### src/rtl/fbseqPkg.sv
package fbseqPkg;

  typedef enum logic [2:0] {
    SEG_FB  = 3'd0,
    SEG_Z1  = 3'd1,
    SEG_Z2  = 3'd2,
    SEG_SA  = 3'd3,
    SEG_SB  = 3'd4,
    SEG_CMP = 3'd5
  } seg_e;

  // Analog switch enables leaving the block directly.
  typedef struct packed {
    logic intInGnd;
    logic intOutShort;
    logic cmfbOutGnd;
    logic massGnd;
    logic elecGnd;
    logic elecToInt;
    logic holdGnd;
    logic pulsePos;
    logic pulseNeg;
  } sw_t;

  // Full request set of one segment, including the feedback drive.
  typedef struct packed {
    sw_t  pad;
    logic fbDrive;
  } req_t;

  // Strobes from control to the per-axis datapath.
  typedef struct packed {
    logic fbDrive;
    logic cmpLatch;
  } axisCtl_t;

  function automatic seg_e segNext(seg_e s);
    case (s)
      SEG_FB:  return SEG_Z1;
      SEG_Z1:  return SEG_Z2;
      SEG_Z2:  return SEG_SA;
      SEG_SA:  return SEG_SB;
      SEG_SB:  return SEG_CMP;
      default: return SEG_FB;
    endcase
  endfunction

  function automatic seg_e segPrev(seg_e s);
    case (s)
      SEG_FB:  return SEG_CMP;
      SEG_Z1:  return SEG_FB;
      SEG_Z2:  return SEG_Z1;
      SEG_SA:  return SEG_Z2;
      SEG_SB:  return SEG_SA;
      default: return SEG_SB;
    endcase
  endfunction

  // Switches that a segment wants closed, before guard gating.
  function automatic req_t segReq(seg_e s);
    req_t r;
    r = '0;
    case (s)
      SEG_FB: begin
        r.pad.intInGnd    = 1'b1;
        r.pad.intOutShort = 1'b1;
        r.pad.cmfbOutGnd  = 1'b1;
        r.pad.massGnd     = 1'b1;
        r.fbDrive         = 1'b1;
      end
      SEG_Z1: begin
        r.pad.intInGnd    = 1'b1;
        r.pad.intOutShort = 1'b1;
        r.pad.cmfbOutGnd  = 1'b1;
        r.pad.massGnd     = 1'b1;
        r.pad.elecGnd     = 1'b1;
      end
      SEG_Z2: begin
        r.pad.intInGnd    = 1'b1;
        r.pad.intOutShort = 1'b1;
        r.pad.cmfbOutGnd  = 1'b1;
        r.pad.massGnd     = 1'b1;
        r.pad.elecToInt   = 1'b1;
      end
      SEG_SA: begin
        r.pad.elecToInt = 1'b1;
        r.pad.pulsePos  = 1'b1;
        r.pad.holdGnd   = 1'b1;
      end
      SEG_SB: begin
        r.pad.elecToInt = 1'b1;
        r.pad.pulseNeg  = 1'b1;
      end
      default: begin
        r.pad.elecToInt = 1'b1;
      end
    endcase
    return r;
  endfunction

endpackage

### src/rtl/fbseqCtrl.sv
module fbseqCtrl
  import fbseqPkg::*;
#(
  parameter int ZERO_LEN    = 8,
  parameter int SENSE_A_LEN = 6,
  parameter int SENSE_B_LEN = 6,
  parameter int CMP_LEN     = 4,
  parameter int NOV_GAP     = 1
) (
  input  logic     clk,
  input  logic     rst,
  output sw_t      swOut,
  output logic     compSample,
  output axisCtl_t axisCtl
);

  localparam int FB_LEN  = (ZERO_LEN + SENSE_A_LEN + SENSE_B_LEN + CMP_LEN) / 3;
  localparam int Z1_LEN  = ZERO_LEN / 2;
  localparam int Z2_LEN  = ZERO_LEN - Z1_LEN;
  localparam int MAX_AB  = (SENSE_A_LEN > SENSE_B_LEN) ? SENSE_A_LEN : SENSE_B_LEN;
  localparam int MAX_FZ  = (FB_LEN > Z2_LEN) ? FB_LEN : Z2_LEN;
  localparam int MAX_X   = (MAX_AB > CMP_LEN) ? MAX_AB : CMP_LEN;
  localparam int MAX_LEN = (MAX_FZ > MAX_X) ? MAX_FZ : MAX_X;
  localparam int CNT_W   = $clog2(MAX_LEN + 1);

  seg_e             seg;
  logic [CNT_W-1:0] segCnt;
  logic [CNT_W-1:0] segLast;
  logic             segEnd;
  logic             pastGap;
  req_t             reqNow;
  req_t             reqPrev;
  req_t             gated;

  always_comb begin
    case (seg)
      SEG_FB:  segLast = CNT_W'(FB_LEN - 1);
      SEG_Z1:  segLast = CNT_W'(Z1_LEN - 1);
      SEG_Z2:  segLast = CNT_W'(Z2_LEN - 1);
      SEG_SA:  segLast = CNT_W'(SENSE_A_LEN - 1);
      SEG_SB:  segLast = CNT_W'(SENSE_B_LEN - 1);
      default: segLast = CNT_W'(CMP_LEN - 1);
    endcase
  end

  assign segEnd = (segCnt == segLast);

  always_ff @(posedge clk) begin
    if (rst) begin
      seg    <= SEG_FB;
      segCnt <= '0;
    end else if (segEnd) begin
      seg    <= segNext(seg);
      segCnt <= '0;
    end else begin
      segCnt <= segCnt + 1'b1;
    end
  end

  // A switch newly requested at a boundary waits out the guard gap;
  // one carried over from the previous segment stays closed.
  assign pastGap = (segCnt >= CNT_W'(NOV_GAP));
  assign reqNow  = segReq(seg);
  assign reqPrev = segReq(segPrev(seg));

  always_comb begin
    gated = reqNow & (reqPrev | {$bits(req_t){pastGap}});
    if (rst) gated = '0;
  end

  assign swOut            = gated.pad;
  assign axisCtl.fbDrive  = gated.fbDrive;
  assign axisCtl.cmpLatch = !rst && (seg == SEG_CMP) && (segCnt == CNT_W'(NOV_GAP));
  assign compSample       = !rst && (seg == SEG_SB) && segEnd;

  // segments advance in the fixed order
  p_order_r1: assert property (@(posedge clk) disable iff (rst)
    segEnd |=> (seg == segNext($past(seg))));

  // feedback drive only with the integrator clamped and electrodes isolated
  p_fb_isolate_r3: assert property (@(posedge clk) disable iff (rst)
    axisCtl.fbDrive |-> (swOut.intInGnd && swOut.intOutShort && swOut.cmfbOutGnd
                         && swOut.massGnd && !swOut.elecToInt));

  // electrodes reach the integrator in zero only while clamps are closed
  p_zero_clamp_r5: assert property (@(posedge clk) disable iff (rst)
    (seg == SEG_Z2 && swOut.elecToInt) |-> (swOut.intInGnd && swOut.intOutShort));

  // the four releases happen in the same clock
  p_release_r6: assert property (@(posedge clk) disable iff (rst)
    $fell(swOut.intInGnd) |-> ($fell(swOut.massGnd) && $fell(swOut.cmfbOutGnd)
                               && $fell(swOut.intOutShort)));

  // holding capacitors grounded on the positive pulse, released on the negative
  p_hold_r7: assert property (@(posedge clk) disable iff (rst)
    (swOut.pulsePos |-> swOut.holdGnd) and (swOut.pulseNeg |-> !swOut.holdGnd));

  // compensator sample is a single clock that closes the negative pulse
  p_sample_r8: assert property (@(posedge clk) disable iff (rst)
    compSample |=> (!compSample && !swOut.pulseNeg));

  // conflicting pairs never overlap and never touch back to back
  p_nov_pulse_r9: assert property (@(posedge clk) disable iff (rst)
    swOut.pulseNeg |-> (!swOut.pulsePos && !$past(swOut.pulsePos)));
  p_nov_elec_r9: assert property (@(posedge clk) disable iff (rst)
    swOut.elecToInt |-> (!swOut.elecGnd && !$past(swOut.elecGnd)));
  p_nov_fb_r9: assert property (@(posedge clk) disable iff (rst)
    swOut.elecGnd |-> (!axisCtl.fbDrive && !$past(axisCtl.fbDrive)));
  p_nov_mass_r9: assert property (@(posedge clk) disable iff (rst)
    swOut.massGnd |-> (!swOut.pulsePos && !swOut.pulseNeg));

  // reset restarts at the first feedback clock
  p_restart_r10: assert property (@(posedge clk)
    rst |=> (seg == SEG_FB && segCnt == '0));

endmodule

### src/rtl/fbseqAxes.sv
module fbseqAxes
  import fbseqPkg::*;
#(
  parameter int N_AXES = 3
) (
  input  logic              clk,
  input  logic              rst,
  input  axisCtl_t          axisCtl,
  input  logic [N_AXES-1:0] cmpIn,
  output logic [N_AXES-1:0] fbHiRef,
  output logic [N_AXES-1:0] fbLoRef,
  output logic [N_AXES-1:0] bitOut,
  output logic              bitValid
);

  always_ff @(posedge clk) begin
    if (rst) bitValid <= 1'b0;
    else     bitValid <= axisCtl.cmpLatch;
  end

  for (genvar a = 0; a < N_AXES; a++) begin : g_axis
    logic bitQ;

    always_ff @(posedge clk) begin
      if (rst)                   bitQ <= 1'b0;
      else if (axisCtl.cmpLatch) bitQ <= cmpIn[a];
    end

    assign fbHiRef[a] = axisCtl.fbDrive &  bitQ;
    assign fbLoRef[a] = axisCtl.fbDrive & ~bitQ;
    assign bitOut[a]  = bitQ;

    // the chosen electrode does not change inside one feedback phase
    p_fb_steady_r4: assert property (@(posedge clk) disable iff (rst)
      (axisCtl.fbDrive && $past(axisCtl.fbDrive)) |->
        ($stable(fbHiRef[a]) && $stable(fbLoRef[a])));

    // the stream bit only moves right after a latch strobe
    p_bit_hold_r11: assert property (@(posedge clk) disable iff (rst)
      !$past(axisCtl.cmpLatch) |-> $stable(bitOut[a]));
  end

endmodule

### src/rtl/forceLoopSequencer.sv
module forceLoopSequencer
  import fbseqPkg::*;
#(
  parameter int N_AXES      = 3,
  parameter int ZERO_LEN    = 8,
  parameter int SENSE_A_LEN = 6,
  parameter int SENSE_B_LEN = 6,
  parameter int CMP_LEN     = 4,
  parameter int NOV_GAP     = 1
) (
  input  logic              clk,
  input  logic              rst,
  input  logic [N_AXES-1:0] cmpIn,
  output logic              intInGnd,
  output logic              intOutShort,
  output logic              cmfbOutGnd,
  output logic              massGnd,
  output logic              elecGnd,
  output logic              elecToInt,
  output logic              holdGnd,
  output logic              pulsePos,
  output logic              pulseNeg,
  output logic [N_AXES-1:0] fbHiRef,
  output logic [N_AXES-1:0] fbLoRef,
  output logic              compSample,
  output logic              cmpLatch,
  output logic [N_AXES-1:0] bitOut,
  output logic              bitValid
);

  sw_t      swBus;
  axisCtl_t axisCtl;

  fbseqCtrl #(
    .ZERO_LEN   (ZERO_LEN),
    .SENSE_A_LEN(SENSE_A_LEN),
    .SENSE_B_LEN(SENSE_B_LEN),
    .CMP_LEN    (CMP_LEN),
    .NOV_GAP    (NOV_GAP)
  ) u_ctrl (
    .clk       (clk),
    .rst       (rst),
    .swOut     (swBus),
    .compSample(compSample),
    .axisCtl   (axisCtl)
  );

  fbseqAxes #(
    .N_AXES(N_AXES)
  ) u_axes (
    .clk     (clk),
    .rst     (rst),
    .axisCtl (axisCtl),
    .cmpIn   (cmpIn),
    .fbHiRef (fbHiRef),
    .fbLoRef (fbLoRef),
    .bitOut  (bitOut),
    .bitValid(bitValid)
  );

  assign intInGnd    = swBus.intInGnd;
  assign intOutShort = swBus.intOutShort;
  assign cmfbOutGnd  = swBus.cmfbOutGnd;
  assign massGnd     = swBus.massGnd;
  assign elecGnd     = swBus.elecGnd;
  assign elecToInt   = swBus.elecToInt;
  assign holdGnd     = swBus.holdGnd;
  assign pulsePos    = swBus.pulsePos;
  assign pulseNeg    = swBus.pulseNeg;
  assign cmpLatch    = axisCtl.cmpLatch;

endmodule

### config.mk
export PLATFORM = sky130hd
export DESIGN_NAME = forceLoopSequencer
export DESIGN_NICKNAME = d
export VERILOG_FILES = /design/src/rtl/fbseqPkg.sv /design/src/rtl/fbseqCtrl.sv /design/src/rtl/fbseqAxes.sv /design/src/rtl/forceLoopSequencer.sv
export SDC_FILE = /design/constraint.sdc
export NUM_CORES = 1
export LEC_CHECK = 0
export ABC_CLOCK_PERIOD_IN_PS = 2300
export BUFFER_PORTS_ARGS = -buffer_cell sky130_fd_sc_hd__buf_2
export CAP_MARGIN = 10
export CORE_AREA = 4 4 53 45
export CTS_CLUSTER_SIZE = 40
export DETAILED_ROUTE_END_ITERATION = 6
export DIE_AREA = 0 0 57 49
export PLACE_DENSITY = 0.8
export RECOVER_POWER = 25
export SYNTH_ARGS = -nofsm -noshare
export SYNTH_HDL_FRONTEND = slang
export SYNTH_SLANG_ARGS = --single-unit
### constraint.sdc
create_clock -name clk -period 2.3 [get_ports clk]
set_input_delay 0.115 -clock clk [delete_from_list [all_inputs] [get_ports clk]]
set_output_delay 0.115 -clock clk [all_outputs]
set_load 0.1 [all_outputs]
==> reports/results.tsv <==
metric	value	unit
Final Slew Violations	0	
DR WL met3	141	um
CTS Root Cell	clkbuf_4	
Tmin final	2.22	ns
cell taking the most area after synthesis	dfxtp_1	
FF-to-FF setup slack	0.42	ns
top sig layer	met4	
Vias	734	
DRT Pass-1 Iters	4	
startpoint types	flop	
first-pass GRT wire length	3260	um
initial antenna violation count	0	
Clock Path Buffers	2	
die height	49	um
CP peak stage delay	0.55	ns
DRC errors left	0	
RSZ-0062 raised after global routing	yes	
delay-heaviest family, CP	simple AND/OR/NAND/NOR gates	
Synth cell types	35	
# rows	14	
final setup fails	0	
Ys Warns	0	
slowest library cell on the worst path	dfxtp_1	
Mean Syn Cell Area	8.61	sq um
ordered cell list for the critical path	or3b_1, o221a_1, nor3_2, buf_2	
maximum vdd drop	0.356	mV
hold depth	3	
Tot GR Track Use	15.2	%
Clk Latency, worst-skew pair	0.28	ns
layout cell share with drive strength beyond 1	36.0	%
hold buffers post-CTS	0	
Critical Path RT	2.18	ns
Post-synth EDFFs	0	
most frequent cells in the layout	buf_2 (12), nor2_1 (9), dfxtp_1 (9), clkbuf_4 (7), buf_4 (7)	
Die ar.	2790	sq um
total grt overflow	0	
Tcrit/Tclk final	96.6	%
port bufs	25	
routed len/inst	15.0	um
WP depth	4	
vias in the first global route	669	
vias per cell	5.44	
Buf+Inv Stages, Crit Path	1	
crit path capture	compSample	
commonest non-fill, non-tap cell in the layout	buf_2	
crit path max fanout	8	
Area growth syn-to-layout	22.9	%
Post-Route Utilization	51.3	%
total wire length	2030	um
post-CTS sizing	0	
Synth Net Count	98	
RR Endpoint	u_ctrl.seg[0]$_SDFFE_PP0P_	
worst setup path start	u_ctrl.segCnt[2]$_SDFF_PP0_	
pin count of the biggest net entering global routing	15	
Final Hold Viols	0	
Final Power	0.000642	W
dpl hpwl	1520	um
Fmax	0.450	GHz
Reg2Reg Depth	4	
leak pwr	0.390	nW
Seq cells post-synth	11	
Cell Area, Synth	774	sq um
skew final	0.00155	ns
Slew @ Worst Pin	1.19	ns
crit path kind	flop to primary output	
sequential cell area fraction in the yosys report	28.4	%
Top Ports	26	
Met2 Routed Length	996	um
post-synthesis async set-or-reset flop share	0	%
main flop type after synthesis	dfxtp_1	
Arrival @ worst endpoint	2.11	ns
post-CTS setup buffer count	0	
hold crit path type	primary input to flop	
Slew HR	21.1	%
drt initial violations	18	
fin nets	120	
CP Capture Type	primary output	
Yosys top cell area share	28.4	%
fillers	196	
M1 WL	851	um
width of the die	57	um
TritonCTS clock tree	done	
routability congestion estimate	0.799	
CTS buffer count	3	
initial core utilization	41.7	%
post-route ant nets	0	
H-Tree Depth	1	
CTS clk-pin slew, worst paths	0.07	ns
Antenna diodes	0	
Post-Syn Instances	90	
Power Dens Cells	675	nW/um^2
Max-Cap Viols	0	
Clock Sinks	11	
total core area	1860	sq um
r2r startpoint	u_ctrl.segCnt[2]$_SDFF_PP0_	
synth top area cells	dfxtp_1 (28%), buf_4 (7.8%), nand2b_1 (5.7%), nor2_1 (5.3%), mux2i_1 (5.2%)	
outcome	completed	
[area by class of cell]
class	instances	area (sq um)	share of cell area (%)
clock inverter	1	5.00	0.526
multi-input combinational	65	492	51.6
timing repair buffer	28	169	17.7
clock buffer	3	22.5	2.37
inverter	3	11.3	1.18
sequential	11	223	23.4
tap	24	30.0	3.15
[worst reg2reg max path: stages (launching register included)]
cell and delay [ns]:
dfxtp_1 0.55, or3b_1 0.40, o221a_1 0.22, nor4b_4 0.42, mux2i_1 0.22
[registers in the layout, indices dropped and copies added, names as in the netlist]
name	cells
u_ctrl.segCnt	4
u_ctrl.seg	3
u_axes.g_axis.bitQ	3
u_axes.bitValid	1
[layer usage]
metal	vias up	global-route usage (%)
met3	6	5.29
met2	34	24.1
li1	351	-
met4	0	6.95
met1	343	18.4
met5	-	0
[worst min-delay path by stage]
stage              from                                  to
2_1_floorplan  cmpIn[0]  u_axes.g_axis[0].bitQ$_SDFFE_PP0P_
3_3_place_gp   cmpIn[2]  u_axes.g_axis[2].bitQ$_SDFFE_PP0P_
6_report       cmpIn[2]  u_axes.g_axis[2].bitQ$_SDFFE_PP0P_
3_5_place_dp   cmpIn[2]  u_axes.g_axis[2].bitQ$_SDFFE_PP0P_
5_1_grt        cmpIn[2]  u_axes.g_axis[2].bitQ$_SDFFE_PP0P_
4_1_cts        cmpIn[2]  u_axes.g_axis[2].bitQ$_SDFFE_PP0P_
[synthesized netlist by cell type, drive strengths merged, types with 2 or more instances]
cell,n
nand3,2
nor4b,2
nor4,3
nand3b,2
nand2,2
nor2,11
nand2b,7
clkbuf,2
buf,9
a21oi,2
dfxtp,11
ha,3
o21ai,2
nor3,5
and2,3
nor3b,3
inv,3
mux2i,4
[per-stage QoR]
stage	setup slack (ns)	std cells	setup TNS (ns)	hold WS, ns	instance area [sq um]
2_1_floorplan	-0.211	90	-1.19	0.262	805
3_3_place_gp	0.372	131	0	0.356	903
3_5_place_dp	0.345	131	0	0.367	903
4_1_cts	0.0118	135	0	0.0621	931
5_1_grt	-0.0313	135	-0.0845	0.0912	952
6_report	0.0782	135	0	0.0728	952
[cells by family (layout without fill, tap and decap cells)]
group | after synthesis | after routing | share of synthesized area, %
muxes | 4 | 4 | 5.17
AOI/OAI and AO/OA | 11 | 11 | 11.3
and+or+nand+nor | 45 | 45 | 37.2
xor gates and xnor gates | 2 | 2 | 2.26
adders and majority gates | 3 | 3 | 4.85
buffers and inverters | 14 | 35 | 10.8
DFF | 11 | 11 | 28.4
[power by group]
| group | switching (W) | internal, W | total (W) |
|---|---|---|---|
| sequential | 0.0000197 | 0.000199 | 0.000219 |
| combinational | 0.000217 | 0.0000664 | 0.000284 |
| clock | 0.0000747 | 0.0000646 | 0.000139 |
Power figures use the tool's default switching activity.
